$ cat src/rtl/sysclk_ctrl_pkg.sv
package sysclk_ctrl_pkg;
  localparam int unsigned DATA_W = 32;
  localparam int unsigned ADDR_W = 2;
  localparam int unsigned SRC_W  = 2;
  localparam int unsigned RATIO_W = 8;
  localparam int unsigned NBLK   = 3;

  typedef enum logic [ADDR_W-1:0] {
    SLOT_SRC   = 2'd0,
    SLOT_UPD   = 2'd1,
    SLOT_RATIO = 2'd2,
    SLOT_MASK  = 2'd3
  } slot_e;

  localparam logic [RATIO_W-1:0] RATIO_RST = RATIO_W'(1);
  localparam logic [NBLK-1:0]    MASK_RST  = '1;
endpackage

$ cat src/rtl/sysclk_regs.sv
module sysclk_regs
  import sysclk_ctrl_pkg::*;
(
  input  logic               clk,
  input  logic               rst_n,
  input  logic               wr_en_i,
  input  logic [ADDR_W-1:0]  addr_i,
  input  logic [DATA_W-1:0]  wdata_i,
  output logic [DATA_W-1:0]  rdata_o,
  output logic [SRC_W-1:0]   src_o,
  output logic [RATIO_W-1:0] ratio_o,
  output logic [NBLK-1:0]    mask_o
);
  logic [SRC_W-1:0]   pend_q, act_q;
  logic               upd_q;
  logic [RATIO_W-1:0] ratio_q;
  logic [NBLK-1:1]    mask_q;
  logic               commit;
  logic               unused_wbits;

  assign unused_wbits = ^wdata_i;
  assign commit = wr_en_i && (slot_e'(addr_i) == SLOT_UPD) && wdata_i[0] && !upd_q;

  always_ff @(posedge clk or negedge rst_n) begin
    if (!rst_n) begin
      pend_q  <= '0;
      act_q   <= '0;
      upd_q   <= 1'b0;
      ratio_q <= RATIO_RST;
      mask_q  <= MASK_RST[NBLK-1:1];
    end else begin
      if (commit) act_q <= pend_q;
      if (wr_en_i) begin
        case (slot_e'(addr_i))
          SLOT_SRC:   pend_q  <= wdata_i[SRC_W-1:0];
          SLOT_UPD:   upd_q   <= wdata_i[0];
          SLOT_RATIO: ratio_q <= wdata_i[RATIO_W-1:0];
          SLOT_MASK:  mask_q  <= wdata_i[NBLK-1:1];
          default: ;
        endcase
      end
    end
  end

  assign mask_o  = {mask_q, 1'b1};
  assign src_o   = act_q;
  assign ratio_o = ratio_q;

  always_comb begin
    rdata_o = '0;
    case (slot_e'(addr_i))
      SLOT_SRC:   rdata_o[SRC_W-1:0]   = pend_q;
      SLOT_UPD:   rdata_o[0]           = upd_q;
      SLOT_RATIO: rdata_o[RATIO_W-1:0] = ratio_q;
      SLOT_MASK:  rdata_o[NBLK-1:0]    = mask_o;
      default: ;
    endcase
  end
endmodule

$ cat src/rtl/sysclk_divider.sv
module sysclk_divider
  import sysclk_ctrl_pkg::*;
(
  input  logic               clk,
  input  logic               rst_n,
  input  logic [RATIO_W-1:0] ratio_i,
  output logic               tick_o
);
  logic [RATIO_W-1:0] cur_q;
  logic [RATIO_W-1:0] cnt_q;
  logic               running;

  assign running = (cur_q != '0);
  assign tick_o  = running && (cnt_q == cur_q - RATIO_W'(1));

  // New ratio is loaded only at a period boundary or while halted.
  always_ff @(posedge clk or negedge rst_n) begin
    if (!rst_n) begin
      cur_q <= RATIO_RST;
      cnt_q <= '0;
    end else if (!running || tick_o) begin
      cur_q <= ratio_i;
      cnt_q <= '0;
    end else begin
      cnt_q <= cnt_q + RATIO_W'(1);
    end
  end
endmodule

$ cat src/rtl/sysclk_gate.sv
module sysclk_gate
  import sysclk_ctrl_pkg::*;
(
  input  logic            tick_i,
  input  logic [NBLK-1:0] mask_i,
  output logic [NBLK-1:0] en_o
);
  for (genvar g = 0; g < NBLK; g++) begin : g_blk
    assign en_o[g] = tick_i & mask_i[g];
  end
endmodule

$ cat src/rtl/sysclk_ctrl.sv
module sysclk_ctrl
  import sysclk_ctrl_pkg::*;
(
  input  logic        clk,
  input  logic        rst_n,
  input  logic        wr_en_i,
  input  logic [1:0]  addr_i,
  input  logic [31:0] wdata_i,
  output logic [31:0] rdata_o,
  output logic [1:0]  src_o,
  output logic        sys_en_o,
  output logic [2:0]  blk_en_o
);
  logic [RATIO_W-1:0] ratio;
  logic [NBLK-1:0]    mask;

  sysclk_regs u_regs (
    .clk(clk), .rst_n(rst_n), .wr_en_i(wr_en_i), .addr_i(addr_i),
    .wdata_i(wdata_i), .rdata_o(rdata_o), .src_o(src_o),
    .ratio_o(ratio), .mask_o(mask)
  );

  sysclk_divider u_div (
    .clk(clk), .rst_n(rst_n), .ratio_i(ratio), .tick_o(sys_en_o)
  );

  sysclk_gate u_gate (
    .tick_i(sys_en_o), .mask_i(mask), .en_o(blk_en_o)
  );
endmodule

$ cat config.mk
export PLATFORM = sky130hd
export DESIGN_NAME = sysclk_ctrl
export DESIGN_NICKNAME = d
export VERILOG_FILES = /design/src/rtl/sysclk_ctrl_pkg.sv /design/src/rtl/sysclk_regs.sv /design/src/rtl/sysclk_divider.sv /design/src/rtl/sysclk_gate.sv /design/src/rtl/sysclk_ctrl.sv
export SDC_FILE = /design/constraint.sdc
export NUM_CORES = 1
export LEC_CHECK = 0
export ABC_AREA = 1
export BUFFER_PORTS_ARGS = -buffer_cell sky130_fd_sc_hd__buf_2
export CAP_MARGIN = 20
export CORE_MARGIN = 2
export CORE_UTILIZATION = 53
export CTS_BUF_LIST = sky130_fd_sc_hd__clkbuf_16
export DETAILED_ROUTE_END_ITERATION = 8
export PLACE_DENSITY_LB_ADDON = 0.2
export SLEW_MARGIN = 20
export SYNTH_ARGS = -nofsm -noshare
export SYNTH_HDL_FRONTEND = slang
export SYNTH_SLANG_ARGS = --single-unit
$ cat constraint.sdc
create_clock -name clk -period 2.99 [get_ports clk]
set_input_delay 0.299 -clock clk [delete_from_list [all_inputs] [get_ports clk]]
set_output_delay 0.299 -clock clk [all_outputs]
set_load 0.02 [all_outputs]
# == Word level (Yosys, flattened, before mapping) ==
# Cells that the tools add are included.
# op_classes
div_mod_pow,0
n_lt_le_gt_ge,0
mux,5
shifts,0
n_eq_ne,4
bitwise_logic,2
multipliers,0
addsub,2
reduce_logical,13
# op_table
operator,n
$add 8x1->8 const B,1
$eq 8x8->1,1
$mux 8,1
$reduce_and 2->1,4
$reduce_bool 8->1,1
$sub 8x1->8 const B,1
$mux 5,1
$eq 2x2->1 const B,2
$logic_and 1x1->1,4
$pmux 1 s4,1
$pmux 1 s3,1
$and 1x1->1,2
$eq 2x1->1 const B,1
$logic_not 1->1,2
$logic_not 2->1,1
$pmux 1 s2,1
$logic_or 1x1->1,1
# word_totals
output_inout_bits,38
romBits,0
in_bits,37
memories,0
ram_bits,0
latch_bits,0
word_cells,33
reg_bits,31

# == Depth between registers and ports, before layout ==
# Gate-level depths: netlist of the first run.
# logic_depth
depth_word,5
mapped_depth,15
ltp_nobuf,14

# == Cells and area by module ==
# A second synthesis of the first run with hierarchy kept.
# hier_totals
hier_cells,264
hier_area_um2,2008.2
# by_module_without_submodules
module,cells_each,n_inst,area_per_inst_um2,seq_area_each_um2
sysclk_divider,145,1,1061.0,401.6
sysclk_regs,113,1,924.6,379.1
sysclk_gate,6,1,22.5,0.0

# == Worst setup path after synthesis of the first run ==
# OpenSTA, ideal clock, no wires.
# synth_path
path_kind,reg2out
startpoint,register u_div.cur_q[0]
endpoint,output blk_en_o[0]
path_slack_ns,0.538
t_arrival_ns,2.153
n_path_buf,2
path_stages_with_launch,14
path_cell_list,dfstp_2 -> inv_2 -> ha_1 -> nand2_1 -> inv_1 -> nor2_1 -> nand3_1 -> nor2_1 -> nand2_1 -> nor2_4 -> nand3_4 -> buf_6 -> nor2_1 -> buf_4
# synth_via
elab_chain_cells,3
elab_cells_between_ends,4
cone_classes,add/sub (1); eq/ne (1); reduce/logical (2)
# synth_lines
element,line_no,rtl
from (decl),sysclk_divider.sv:9,logic [RATIO_W-1:0] cur_q;
from (signal assigned),sysclk_divider.sv:22,cur_q <= ratio_i;
$sub 8x1->8,sysclk_divider.sv:14,assign tick_o = running && (cnt_q == cur_q - RATIO_W'(1));
$eq 8x8->1,sysclk_divider.sv:14,
$logic_and 1x1->1 (*),sysclk_divider.sv:14,
to (decl),sysclk_ctrl.sv:12,output logic [2:0] blk_en_o
# Mark *: on every way between the ends. The rest lies on a longest branch, timed or not.

# == Final worst setup path of the first run ==
# layout_path
startpoint,register u_div.cur_q[0]
endpoint,output blk_en_o[1]
# layout_via
elab_chain_cells,4
elab_cells_between_ends,5
cone_classes,add/sub (1); eq/ne (1); bitwise (1); reduce/logical (2)
# layout_lines
element,line_no,rtl
$sub 8x1->8,sysclk_divider.sv:14,
$eq 8x8->1,sysclk_divider.sv:14,
$logic_and 1x1->1 (*),sysclk_divider.sv:14,
$and 1x1->1 (*),sysclk_gate.sv:9,assign en_o[g] = tick_i & mask_i[g];
# Marked as above.

==> results of run 1 <==
==> where the power goes <==
part / internal [mW] / leakage [nW] / switching [mW] / total, mW
Combinational: 0.0541 / 0.762 / 0.120 / 0.175
Clock: 0.300 / 0.0762 / 0.166 / 0.466
Sequential: 0.467 / 0.359 / 0.0291 / 0.496
Total: 0.821 / 1.20 / 0.315 / 1.14
==> synth_stat cells (2+ instances only) <==
cell / number / area (µm²)
nand2_2: 5 / 31.3
a21oi_1: 5 / 25.0
nand2_1: 60 / 225
xnor2_1: 2 / 17.5
nand3_1: 20 / 100
ha_1: 3 / 37.5
inv_1: 34 / 128
nand4_1: 2 / 12.5
nor3_1: 4 / 20.0
nand3_2: 2 / 20.0
nor2_2: 2 / 12.5
dfstp_2: 4 / 105
nor2_1: 30 / 113
o21ai_0: 16 / 80.1
inv_2: 3 / 11.3
dfrtp_1: 27 / 676
buf_4: 25 / 188
xor2_1: 2 / 17.5
==> registers in the layout (all words and copies together) (netlist names) <==
register and count:
u_div.cur_q 8, u_regs.upd_q 1, u_div.cnt_q 8, u_regs.ratio_o 8, u_regs.mask_q 2, u_regs.src_o 2
u_regs.pend_q 2
==> cell families after synthesis <==
family	share of synthesized area, %
other cells	0.192
buf+inv	18.8
compound gates	6.15
xor+xnor	3.01
flops	39.9
fa+ha+maj	1.92
simple gates	30.0
==> metal layers <==
| metal | vias to the layer above | wire, µm | GRT usage [%] |
|---|---|---|---|
| met1 | 700 | 1520 | 23.2 |
| met2 | 37 | 1660 | 32.6 |
| met3 | 2 | 140 | 4.86 |
| li1 | 808 | - | - |
| met5 | - | 0 | 0 |
| met4 | 0 | 13 | 6.12 |
==> worst paths after layout <==
check | endpoint | slack, ns | cells past startpoint
worst max-delay path | blk_en_o[1] | 0.38 | 12
worst min-delay path | u_regs.pend_q[1] | 0.06 | 1
worst max register to register | u_div.cur_q[3] | 0.90 | 13
worst min register to register | u_div.cur_q[3] | 0.47 | 2
max in group asynchronous | u_regs.ratio_o[5] | 2.50 | 1
min in group clk | u_regs.mask_q[2] | 0.27 | 3
==> area by class of cell <==
class	count	area, µm²	area share (%)
Multi-Input combinational cell	184	893	41.7
Clock inverter	3	12.5	0.584
Sequential cell	31	781	36.5
Clock buffer	5	125	5.84
Inverter	37	139	6.49
Timing Repair Buffer	26	130	6.08
Tap cell	48	60.1	2.81
==> stage by stage <==
stage | setup slack, ns | cells | hold slack [ns] | power (mW) | cell area, µm²
after floorplan | 0.538 | 281 | 0.00341 | 0.650 | 2040
after global placement | 0.626 | 326 | 0.377 | 0.674 | 2000
after detailed placement | 0.627 | 326 | 0.376 | 0.677 | 2000
after CTS | 0.327 | 334 | 0.0874 | 1.15 | 2140
after global routing | 0.131 | 334 | 0.126 | 1.20 | 2140
final | 0.380 | 334 | 0.0560 | 1.14 | 2140
==> layout by cell type, fill, tap and decap left out, drive strengths merged <==
cell / instances
conb: 24
a21oi: 5
nand2: 66
o211ai: 1
nand4: 2
o31ai: 1
ha: 3
xnor2: 2
nor4: 1
clkinv: 1
xor3: 1
nand3: 23
o21ai: 16
xor2: 2
buf: 26
nor3: 4
inv: 39
nor2: 33
clkbuf: 5
dfrtp: 27
dfstp: 4
==> critical path: stages, from the launching register on <==
cell     delay (ns)
dfstp_2        0.56
inv_2          0.07
ha_1           0.30
nand2_1        0.07
inv_1          0.03
nor2_1         0.08
nand3_1        0.08
nor2_1         0.10
nand2_1        0.09
nor2_4         0.11
nand3_4        0.17
nor3_1         0.18
buf_2          0.19
==> results.cfg, run 1 <==
[outcome]
status = finished, final reports clean

[layout]
final_util_pct = 59.4
n_antenna_cell = 0
layout-drive-gt1-share_pct = 18.2
fillers = 336
syn_to_final_growth_pct = 9.54
layout.nets = 325

[grt]
antenna_found_initial = 0
grt_max_degree = 32
grt_pass1_wl_mm = 6.15
grt_pass1_vias = 1449
gr-total-overflow = 0
grt_usage_pct = 19.0

[run]
max-cap-violations = 0

[worst_setup_path]
start_kind = flop
crit_fanout = 14
cp-end-kind = primary output
crit_start = u_div.cur_q[0]
reg2reg_from = u_div.cur_q[0]
path_class = flop to primary output
crit_arrival_ns = 2.31
cp.required_ns = 2.69

[synth]
synth_edf_count = 0
ys_ff_latch = 31
ys_types = 30
seq_area_frac_synth_pct = 39.9
synth_async_sr_flop_share_pct = 100
synth_area_um2 = 1950
ys.flop_type = dfrtp_1
postSynthCellCount = 258
ys_warn_count = 0
syn_avg_cell_area_um2 = 7.58

[placed_design]
gp_congestion = 0.784
numPortBuffers = 26
dp_hpwl_mm = 2.50

[sta]
max_slew_margin_pct = 55.9
fin_crit_ns = 2.61
timing.final.hold_violations = 0
finClkSkew_ns = 0.00258
setup_viol_count_final = 0
setup_tns_ns = 0
grt_setup_unrepaired = false
fmax_mhz = 383
maxSlewViolCount = 0
period_share_pct = 87.3
tightest_slew_ns = 0.662

[die]
core.rowCount = 22
die_y_um = 64.7
dieArea_um2 = 4190
core_area_um2 = 3610
die_x_um = 64.7
start_util_pct = 54.2
ios = 75

[clock_tree]
cts_root_buf = clkbuf_16
cts_max_level = 2
path_clk_slew_ns = 0.05
holdBufCountCts = 0
insertion_delay_ns = 0.27
clock_sinks = 31
cts_resized = 0
cts_setup_buffers = 0
numCtsBuffers = 5
cts_buffer_depth = 2
cts_tree = yes

[power]
ir_worst_vdd_mv = 0.445
power_density_nw_per_um2 = 531
leakagePower_nw = 1.20

[routing]
viasPerCell = 4.63
wl_per_cell_um = 9.97
wl_mm = 3.33
drt_pre_antenna_iters = 4
drtAntennaViolNets = 0
drc = 0
vias = 1547
drt-initial-drc-count = 61

[hold_path]
hold_path_class = input pin to asynchronous set/reset pin
(Power assumes the default switching activity.)
==> run 2, diff against run 1 <==
Settings changed: CORE_MARGIN 2 to not set.
==> results.cfg, run 2 (synthesized netlist as in run 1, its figures left out) <==
[outcome]
status = finished, final reports clean

[sta]
timing.final.hold_violations = 0
tightest_slew_ns = 0.654
finClkSkew_ns = 0.00498
grt_setup_unrepaired = false
fin_crit_ns = 2.64
setup_ws_ns = 0.351
fmax_mhz = 379
setup_viol_count_final = 0
period_share_pct = 88.3
max_slew_margin_pct = 56.4
maxSlewViolCount = 0
setup_tns_ns = 0

[worst_setup_path]
cp_top_family = simple AND/OR/NAND/NOR gates
path_buf_inv = 3
worstSetupEndpoint = blk_en_o[2]
reg2reg_from = u_div.cur_q[0]
path_class = flop to primary output
cpPeakStageDelay_ns = 0.56
worstSetupPathDepth = 12
start_kind = flop
cp_cell_sequence = inv_2 > ha_1 > nand2_1 > inv_1 > nor2_1 > nand3_1 > nor2_1 > nand2_1 > nor2_4 > nand3_4 > nor3_1 > buf_2
r2r.worst_path.cells = 13
rr_endpoint = u_div.cur_q[3]
crit_start = u_div.cur_q[0]
crit_fanout = 14
crit_arrival_ns = 2.34
reg2reg_slack_ns = 0.90
cp-end-kind = primary output
slowest_stage = dfstp_2
cp.required_ns = 2.69

[layout]
final_common_cell = nand2_1
multi_input_area_um2 = 893
layout_common_cells = 60 x nand2_1, 34 x inv_1, 30 x nor2_1
n_antenna_cell = 0
syn_to_final_growth_pct = 10.8
layout-drive-gt1-share_pct = 18.5
fillers = 322
regArea_um2 = 781
layout.nets = 325

[power]
leakagePower_nw = 1.20
ir_worst_vdd_mv = 0.528
power_density_nw_per_um2 = 572

[routing]
drtAntennaViolNets = 0
drt-initial-drc-count = 72
wl_per_cell_um = 10.1
drt_pre_antenna_iters = 4
drc = 0
wl_mm = 3.37
vias = 1532
viasPerCell = 4.61

[die]
ios = 75
dieArea_um2 = 3930
start_util_pct = 56.8
core.rowCount = 21
die_x_um = 62.7
core_area_um2 = 3440
die_y_um = 62.7

[clock_tree]
insertion_delay_ns = 0.28
cts_buffer_depth = 2
cts_setup_buffers = 0
path_clk_slew_ns = 0.05
clock_sinks = 31
cts_max_level = 2
cts_root_buf = clkbuf_16
holdBufCountCts = 0
cts_resized = 0
numCtsBuffers = 5
cts_tree = yes

[grt]
grt_pass1_wl_mm = 6.18
grt_max_degree = 32
gr-total-overflow = 0
grt_pass1_vias = 1436
antenna_found_initial = 0
grt_usage_pct = 20.4

[placed_design]
dp_slack_ns = 0.629
numPortBuffers = 26
dp_hpwl_mm = 2.50
gp_congestion = 0.744

[hold_path]
hold_path_class = input pin to asynchronous set/reset pin

[run]
max-cap-violations = 0
-- run 2: cell count changes in the layout (fill, tap and decap cells not counted), sizes merged --
| cell | delta |
|---|---|
| clkinv | +1 |
| inv | -2 |
| bufinv | +1 |
-- run 2: worst min-delay path by stage --
stage | startpoint | endpoint | slack (ns)
final | rst_n | u_regs.ratio_o[7] | 0.05
after global routing | rst_n | u_regs.ratio_o[7] | 0.11
after CTS | rst_n | u_regs.ratio_o[7] | 0.08
after detailed placement | rst_n | u_regs.ratio_o[7] | 0.37
after global placement | rst_n | u_regs.ratio_o[7] | 0.38
after floorplan | rst_n | u_div.cnt_q[0] | 0.003
-- run 2: power by group --
part           leakage [nW]  internal (mW)  total, mW  switching (mW)
combinational         0.762         0.0540      0.176           0.122
sequential            0.359          0.467      0.495          0.0285
clock                0.0812          0.388      0.567           0.179
-- run 2: per-layer routing --
metal | part of all wire (%) | routed length [µm] | track usage (%) | up-vias
met1 | 48 | 1600 | 25.3 | 681
met2 | 45 | 1530 | 33.2 | 44
met4 | 2.1 | 71 | 8.72 | 0
li1 | - | - | - | 801
met5 | 0 | 0 | 0 | -
met3 | 4.8 | 163 | 5.66 | 6
-- run 2: per-stage QoR --
step	area [µm²]	total power, mW	instances	utilization, %	hold slack, ns
CTS	2160	1.24	332	62.9	0.0777
finish	2160	1.24	332	62.9	0.0464
floorplan	2040	0.650	281	-	0.00341
global route	2160	1.29	332	62.9	0.111
detailed placement	2000	0.678	324	58.1	0.373
global placement	2000	0.674	324	58.1	0.380
-- run 2: area by class of cell --
type | count | share of cell area [%]
clock buffer | 5 | 5.78
clock inverter | 3 | 1.79
inverter | 37 | 6.42
multi-input combinational | 184 | 41.3
sequential | 31 | 36.1
tap | 46 | 2.66
timing repair buffer | 26 | 6.01
==> run 3, diff against run 2 <==
Settings changed: ABC_CLOCK_PERIOD_IN_PS set to 3000, CAP_MARGIN 20 to not set, CORE_UTILIZATION 53 to 49.
Clock period 2.99 ns to 3 ns, I/O delays scaled along.
==> results.cfg, run 3 (synthesized netlist as in run 1, its figures left out) <==
[clock_tree]
holdBufCountCts = 0
cts_max_level = 2
cts_resized = 0
clock_sinks = 31
path_clk_slew_ns = 0.05
cts_root_buf = clkbuf_16
numCtsBuffers = 5
cts_tree = yes
cts_buffer_depth = 2
cts_setup_buffers = 0
insertion_delay_ns = 0.27

[routing]
wl_mm = 3.43
drc = 0
viasPerCell = 4.60
vias = 1536
drtAntennaViolNets = 0
drt_pre_antenna_iters = 4
wl_per_cell_um = 10.3
drt-initial-drc-count = 56

[sta]
setup_viol_count_final = 0
maxSlewViolCount = 0
period_share_pct = 88.0
setup_tns_ns = 0
finClkSkew_ns = 0.00718
fin_crit_ns = 2.64
timing.final.hold_violations = 0
fmax_mhz = 379
tightest_slew_ns = 0.660
setup_ws_ns = 0.360
grt_setup_unrepaired = false
max_slew_margin_pct = 56.0

[worst_setup_path]
cp-end-kind = primary output
start_kind = flop
cp_cell_sequence = inv_2 > ha_1 > nand2_1 > inv_1 > nor2_1 > nand3_1 > nor2_1 > nand2_1 > nor2_4 > nand3_4 > nor3_1 > buf_2
cpPeakStageDelay_ns = 0.57
cp.required_ns = 2.70
slowest_stage = dfstp_2
crit_fanout = 14
crit_arrival_ns = 2.34
path_class = flop to primary output

[power]
power_density_nw_per_um2 = 529
leakagePower_nw = 1.19
p_switching_uw = 314
pwr-share-clk_pct = 40.9
swShare_pct = 27.8
power_frac_comb_pct = 15.4
p_int_uw = 818
ir_worst_vdd_mv = 0.344
pwr-share-seq_pct = 43.7

[grt]
antenna_found_initial = 0
gr-total-overflow = 0
grt_pass1_vias = 1389
grt_pass1_wl_mm = 5.97
grt_max_degree = 32
grt_usage_pct = 18.7

[placed_design]
gp_congestion = 0.775
numPortBuffers = 26
dp_hpwl_mm = 2.57
dp_slack_ns = 0.633

[layout]
layout-drive-gt1-share_pct = 18.2
n_antenna_cell = 0
final_common_cell = nand2_1
multi_input_area_um2 = 893
regArea_um2 = 781
layout.nets = 325
layout_common_cells = 60 x nand2_1, 35 x inv_1, 30 x nor2_1
fillers = 381
syn_to_final_growth_pct = 9.54

[outcome]
status = finished, final reports clean

[hold_path]
hold_path_class = input pin to asynchronous set/reset pin

[die]
die_y_um = 65.2
ios = 75
dieArea_um2 = 4250
start_util_pct = 52.2
die_x_um = 65.2
core.rowCount = 22
core_area_um2 = 3740

[run]
max-cap-violations = 0
run 3: routing by layer:
metal | GRT usage (%) | routed length [µm] | share of wire (%) | vias to the layer above
met1 | 23.2 | 1620 | 47 | 690
met4 | 8.97 | 61 | 1.8 | 0
met3 | 3.65 | 112 | 3.3 | 5
met2 | 31.1 | 1630 | 48 | 35
met5 | 0 | 0 | 0 | -
li1 | - | - | - | 806
run 3: layout make-up:
class                      instances  share of cell area, %
timing repair buffer              26                   6.08
sequential                        31                   36.5
tap                               48                   2.81
clock buffer                       5                   5.84
inverter                          37                   6.49
clock inverter                     3                  0.584
multi-input combinational        184                   41.7
run 3: worst paths after layout:
kind,from,endpoint,slack (ns),cells after the start
max in group asynchronous,rst_n,u_div.cnt_q[0],2.51,1
min in group clk,wdata_i[5],u_regs.ratio_o[5],0.28,3
worst max-delay path,u_div.cur_q[0],blk_en_o[2],0.36,12
worst min register to register,u_regs.ratio_o[3],u_div.cur_q[3],0.47,2
worst min-delay path,rst_n,u_div.cur_q[1],0.06,1
worst max register to register,u_div.cur_q[0],u_div.cur_q[1],0.88,13
run 3: power by group through the flow:
stage	Clock, mW	Combinational [mW]	Sequential, mW
6_report	0.463	0.175	0.494
5_1_grt	0.492	0.199	0.501
4_1_cts	0.474	0.177	0.495
3_5_place_dp	0	0.176	0.501
3_3_place_gp	0	0.173	0.499
2_1_floorplan	0	0.146	0.502
run 3: metrics by stage:
step	area, µm²	std cells	utilization (%)	total power [mW]	hold slack [ns]
after global placement	2000	326	53.5	0.672	0.381
final	2140	334	57.2	1.13	0.0579
after global routing	2140	334	57.2	1.19	0.114
after CTS	2140	334	57.2	1.15	0.0739
after floorplan	2040	281	-	0.648	0.00441
after detailed placement	2000	326	53.5	0.676	0.369
run 3: critical path, delay by kind of cell (launching register included):
family	cells	cell delay [ns]
AND/OR/NAND/NOR	8	0.90
flip-flops	1	0.57
buffers and inverters	3	0.31
adder cells (fa/ha/maj)	1	0.30
